$ cat src/rtl/tkt_pkg.sv
package tkt_pkg;
  typedef enum logic [1:0] {
    REL_NONE = 2'd0,
    REL_OK   = 2'd1,
    REL_BAD  = 2'd2
  } rel_kind_e;
endpackage

$ cat src/rtl/tkt_alloc.sv
module tkt_alloc #(
  parameter int N_REQ = 4,
  parameter int TKT_W = 4
) (
  input  logic                         clk_i,
  input  logic                         rst_ni,
  input  logic [N_REQ-1:0]             req_i,
  output logic [TKT_W-1:0]             next_o,
  output logic [N_REQ-1:0]             gnt_o,
  output logic [N_REQ-1:0][TKT_W-1:0]  ticket_o
);
  // prefix count of requests below each index, modulo 2^TKT_W
  logic [N_REQ:0][TKT_W-1:0] pre;
  logic [TKT_W-1:0]          next_q;
  logic [N_REQ-1:0]          gnt_q;
  logic [N_REQ-1:0][TKT_W-1:0] tkt_q;

  for (genvar g = 0; g <= N_REQ; g++) begin : g_pre
    if (g == 0) begin : g_base
      assign pre[g] = '0;
    end else begin : g_step
      assign pre[g] = pre[g-1] + TKT_W'(req_i[g-1]);
    end
  end

  for (genvar g = 0; g < N_REQ; g++) begin : g_tkt
    always_ff @(posedge clk_i or negedge rst_ni) begin
      if (!rst_ni) tkt_q[g] <= '0;
      else if (req_i[g]) tkt_q[g] <= next_q + pre[g];
    end
  end

  always_ff @(posedge clk_i or negedge rst_ni) begin
    if (!rst_ni) begin
      next_q <= '0;
      gnt_q  <= '0;
    end else begin
      next_q <= next_q + pre[N_REQ];
      gnt_q  <= req_i;
    end
  end

  assign next_o   = next_q;
  assign gnt_o    = gnt_q;
  assign ticket_o = tkt_q;

  p_idle_hold_r9: assert property (@(posedge clk_i) disable iff (!rst_ni)
    (req_i == '0) |=> $stable(next_q));
  p_low_first_r3: assert property (@(posedge clk_i) disable iff (!rst_ni)
    req_i[0] |=> (tkt_q[0] == $past(next_q)) && gnt_q[0]);
  p_gnt_pulse_r2: assert property (@(posedge clk_i) disable iff (!rst_ni)
    (req_i == '0) |=> (gnt_q == '0));
endmodule

$ cat src/rtl/tkt_owner.sv
module tkt_owner
  import tkt_pkg::*;
#(
  parameter int TKT_W = 4
) (
  input  logic             clk_i,
  input  logic             rst_ni,
  input  logic             rel_i,
  input  logic [TKT_W-1:0] depth_i,
  output logic [TKT_W-1:0] serving_o,
  output logic             rel_err_o
);
  rel_kind_e        kind;
  logic [TKT_W-1:0] serving_q;
  logic             err_q;

  always_comb begin
    kind = REL_NONE;
    if (rel_i) kind = (depth_i != '0) ? REL_OK : REL_BAD;
  end

  always_ff @(posedge clk_i or negedge rst_ni) begin
    if (!rst_ni) begin
      serving_q <= '0;
      err_q     <= 1'b0;
    end else begin
      err_q <= (kind == REL_BAD);
      if (kind == REL_OK) serving_q <= serving_q + 1'b1;
    end
  end

  assign serving_o = serving_q;
  assign rel_err_o = err_q;

  p_bad_release_r5: assert property (@(posedge clk_i) disable iff (!rst_ni)
    (rel_i && depth_i == '0) |=> (err_q && $stable(serving_q)));
  p_no_release_hold_r4: assert property (@(posedge clk_i) disable iff (!rst_ni)
    !rel_i |=> ($stable(serving_q) && !err_q));
endmodule

$ cat src/rtl/tkt_lock.sv
module tkt_lock #(
  parameter int N_REQ = 4,
  parameter int TKT_W = 4
) (
  input  logic                     clk_i,
  input  logic                     rst_ni,
  input  logic [N_REQ-1:0]         acq_req_i,
  output logic [N_REQ-1:0]         gnt_o,
  output logic [N_REQ*TKT_W-1:0]   acq_ticket_o,
  input  logic                     rel_i,
  output logic [TKT_W-1:0]         serving_o,
  input  logic [TKT_W-1:0]         query_i,
  output logic [TKT_W-1:0]         wait_o,
  output logic [TKT_W-1:0]         depth_o,
  output logic                     busy_o,
  output logic                     rel_err_o
);
  logic [TKT_W-1:0]            next_w;
  logic [TKT_W-1:0]            serv_w;
  logic [TKT_W-1:0]            depth_w;
  logic [N_REQ-1:0][TKT_W-1:0] tkt_w;

  tkt_alloc #(.N_REQ(N_REQ), .TKT_W(TKT_W)) u_alloc (
    .clk_i    (clk_i),
    .rst_ni   (rst_ni),
    .req_i    (acq_req_i),
    .next_o   (next_w),
    .gnt_o    (gnt_o),
    .ticket_o (tkt_w)
  );

  assign depth_w = next_w - serv_w;

  tkt_owner #(.TKT_W(TKT_W)) u_owner (
    .clk_i     (clk_i),
    .rst_ni    (rst_ni),
    .rel_i     (rel_i),
    .depth_i   (depth_w),
    .serving_o (serv_w),
    .rel_err_o (rel_err_o)
  );

  assign acq_ticket_o = tkt_w;
  assign serving_o    = serv_w;
  assign depth_o      = depth_w;
  assign busy_o       = (depth_w != '0);
  assign wait_o       = query_i - serv_w;

  p_release_shrinks_r6: assert property (@(posedge clk_i) disable iff (!rst_ni)
    (rel_i && busy_o && acq_req_i == '0) |=> (depth_o == $past(depth_o) - 1'b1));
  p_idle_depth_r6: assert property (@(posedge clk_i) disable iff (!rst_ni)
    (!rel_i && acq_req_i == '0) |=> $stable(depth_o));
endmodule

$ cat config.mk
export PLATFORM = sky130hd
export DESIGN_NAME = tkt_lock
export DESIGN_NICKNAME = d
export VERILOG_FILES = /design/src/rtl/tkt_pkg.sv /design/src/rtl/tkt_alloc.sv /design/src/rtl/tkt_owner.sv /design/src/rtl/tkt_lock.sv
export SDC_FILE = /design/constraint.sdc
export NUM_CORES = 1
export LEC_CHECK = 0
export BUFFER_PORTS_ARGS = -buffer_cell sky130_fd_sc_hd__buf_2
export CORE_ASPECT_RATIO = 0.7
export CORE_UTILIZATION = 56
export CTS_CLUSTER_DIAMETER = 60
export DETAILED_ROUTE_END_ITERATION = 8
export PLACE_DENSITY = 0.92
export SLEW_MARGIN = 25
export SYNTH_ARGS = -nofsm -noshare
export SYNTH_HDL_FRONTEND = slang
export SYNTH_HIERARCHICAL = 1
export SYNTH_SLANG_ARGS = --single-unit
$ cat constraint.sdc
create_clock -name clk_i -period 4 [get_ports clk_i]
set_input_delay 0.8 -clock clk_i [delete_from_list [all_inputs] [get_ports clk_i]]
set_output_delay 0.8 -clock clk_i [all_outputs]
set_load 0.01 [all_outputs]
==> results.md <==
| Item | This run |
| --- | --- |
| Category of the most critical setup path | flip-flop to output pin |
| Final Wtd Congestion | 0.849 |
| Ys async rst share | 100% |
| Placed Area | 1900 um2 |
| Worst rel slew slack | 58.1% |
| Worst path bufs/invs | 1 |
| Setup Buffers After CTS | 0 |
| Critical-path cell with the highest stage delay | sky130_fd_sc_hd__dfrtp_1 |
| Initial drt markers | 70 |
| Length of the first detailed-routing pass in iterations | 4 |
| Total power after layout | 1.87 mW |
| First-pass GRT wire length | 5290 um |
| Via count of the routed design | 1155 |
| Total length of routed wires | 3430 um |
| Tot GR Track Use | 24.8% |
| Port buffer count | 44 |
| H-tree levels | 2 |
| Root Buffer Master | sky130_fd_sc_hd__clkbuf_8 |
| Cells after Synth | 132 |
| Ordered list of cells on the worst path | ha_1, a21oi_1, nand2_1, xnor2_1, or4_1, buf_2 |
| Nature of the critical path endpoint | output pin |
| Ratio of cells with drive above 1 in the final layout | 36.6% |
| Ratio of final minimum period to clock period | 77.5% |
| Number of cells upsized or downsized after cts | 0 |
| Worst endpoint data arrival time | 2300 ps |
| Effective utilization at floorplan | 59.1% |
| CTS tree | yes |
| Worst Path Required | 3200 ps |
| Hold buffers post-CTS | 0 |
| Time the worst path needs with I/O delays and setup | 3100 ps |
| Net Count, Synth | 168 |
| Remaining Overflow, GRT | 0 |
| # DRC | 0 |
| Achievable frequency | 322 MHz |
| Net load switching power | 0.812 mW |
| Reported max-cap violation count | 0 |
| Top_reg_cell synth | sky130_fd_sc_hd__dfrtp_1 |
| CTS sink cnt | 29 |
| Sequential share of power | 30.1% |
| Count of endpoints failing hold in the final timing report | 0 |
| Number of synthesized flops with an enable pin | 0 |
| Clock share of power | 14.0% |
| Netlist area before placement | 1640 um2 |
| Class of the most critical hold timing path | flip-flop to flip-flop |
| Outcome | finished, final reports clean |
| Ant diodes | 0 |
| Number of antenna violations at the first check in global routing | 0 |
| Wire per inst | 15.7 um |
| Slowest stage delay, CP | 500 ps |
| Height of the die | 47.3 um |
| Clock network latency to the later pin of the worst-skew pair | 280 ps |
| Layout overhead on the synthesized area | 22.0% |
| Number of distinct standard cells referenced by the synthesized netlist | 28 |
| Setup repair after global routing missed its margin | false |
| Post-route setup TNS | 0 ps |
| Warnings from Yosys | 6 |
| Commonest non-fill, non-tap cells in the layout | sky130_fd_sc_hd__buf_2, sky130_fd_sc_hd__dfrtp_1, sky130_fd_sc_hd__ha_1, sky130_fd_sc_hd__inv_1 |
| Leakage | 1.01 nW |
| Number of placed cells counting well taps | 211 |
| Die W | 66.8 um |
| IO Count | 45 |
| Top fanout value on the critical path | 7 |
| Element type at the critical path start | flip-flop |
| Pins Over Slew Limit | 0 |
| Via density per instance | 5.27 |
| Worst IR Drop VDD | 443 uV |
| Transition time of the tightest slew-check pin | 629 ps |
| Kind of cell adding the most delay to the critical path | simple AND/OR/NAND/NOR gates |
| Area of the core | 2780 um2 |
| P_int | 1.06 mW |
| Net total in the final layout | 218 |
| Worst-case clock skew | 6.41 ps |
| Final cell count without fillers | 219 |
| Post-detailed-placement half-perimeter wirelength | 2530 um |
| Maximum number of pins on one net before global-route repair | 30 |
| Clock transition time at the flip-flop clock pins of the worst setup and hold paths | 60 ps |
| FF+latch count, synth | 29 |
| Floorplan die area | 3160 um2 |
| Standard-cell row count | 16 |
| Mean cell area of the mapped netlist | 12.5 um2 |
| Via count of the first global-routing pass | 1150 |
| Buffer levels on the longest clock path | 2 |
| Clock buffers created by TritonCTS | 5 |
| Endpoints failing setup | 0 |
| Finished Cell Area | 2010 um2 |
| Sequential share of the synthesized area | 44.1% |
| Switching fraction of total power | 43.5% |
| Fraction of power consumed by combinational cells | 55.9% |
| Pwr dens | 931 nW/um2 |
| Post-route ant nets | 0 |
| Most common cell after layout, fill and taps aside | sky130_fd_sc_hd__buf_2 |
==> layout make-up <==
cell class	instances	area, um2
flip-flops and latches	29	726
inverters	17	63.8
clock inverters	1	5.00
clock buffers	7	96.3
multi-input cells	85	850
repair buffers	44	220
fillers	195	777
well taps	36	45.0
==> path summary, 6_finish.rpt <==
kind / slack (ps) / to / startpoint / cells after the start
max: 900 / busy_o / u_alloc/next_o[2] / 6
min: 510 / u_alloc/ticket_o[9] / u_alloc/ticket_o[9] / 1
max reg2reg: 1700 / u_owner/serving_o[1] / u_alloc/next_o[2] / 6
min reg2reg: 510 / u_alloc/ticket_o[9] / u_alloc/ticket_o[9] / 1
max in group asynchronous: 3050 / u_alloc/gnt_o[1] / rst_ni / 1
min in group asynchronous: 540 / u_alloc/next_o[1] / rst_ni / 1
==> synth_stat cells, types with 2 or more instances <==
cell type	n	area, um2
sky130_fd_sc_hd__mux2_2	11	124
sky130_fd_sc_hd__a21o_1	2	15.0
sky130_fd_sc_hd__ha_1	18	225
sky130_fd_sc_hd__inv_1	16	60.1
sky130_fd_sc_hd__a21oi_1	8	40.0
sky130_fd_sc_hd__fa_1	7	140
sky130_fd_sc_hd__nor2_1	6	22.5
sky130_fd_sc_hd__xor2_1	4	35.0
sky130_fd_sc_hd__xnor2_1	11	96.3
sky130_fd_sc_hd__nand3_1	3	15.0
sky130_fd_sc_hd__dfrtp_1	29	726
==> power by group through the flow <==
| stage | Combinational [mW] | Sequential [mW] | Clock [mW] |
|---|---|---|---|
| after floorplan | 0.634 | 0.593 | 0 |
| after global placement | 0.977 | 0.556 | 0 |
| after detailed placement | 1.04 | 0.565 | 0 |
| after CTS | 1.05 | 0.564 | 0.265 |
| after global routing | 1.15 | 0.586 | 0.282 |
| final | 1.04 | 0.563 | 0.261 |
==> routing by layer <==
layer / part of all wire (%) / track usage [%] / vias up / wire, um
li1: - / - / 546 / -
met1: 44 / 30.7 / 558 / 1500
met2: 48 / 39.4 / 49 / 1630
met3: 8.2 / 9.71 / 2 / 282
met4: 0.55 / 11.1 / 0 / 19
met5: 0 / 0 / - / 0
==> stage by stage <==
step	setup WS [ps]	hold WS (ps)	util (%)
6_report	898	509	72.1
5_1_grt	778	528	72.1
4_1_cts	900	513	72.1
3_5_place_dp	1210	490	68.4
3_3_place_gp	1320	485	68.4
2_1_floorplan	1360	504	-
==> state kept, by name, summed over array words and instances, names as in the netlist <==
signal,flops
u_alloc/ticket_o,16
u_alloc/gnt_o,4
u_alloc/next_o,4
u_owner/serving_o,4
u_owner/rel_err_o,1
==> kinds of logic (layout without fill, tap and decap cells) <==
family / Yosys count / in the layout / share of synthesized area, %
adders and majority gates: 25 / 25 / 22.2
and+or+nand+nor: 18 / 18 / 6.62
muxes: 12 / 12 / 8.14
AOI/OAI and AO/OA: 15 / 15 / 6.70
xor gates and xnor gates: 15 / 15 / 7.99
DFF: 29 / 29 / 44.1
buffers and inverters: 18 / 69 / 4.19
(Power assumes the default switching activity.)
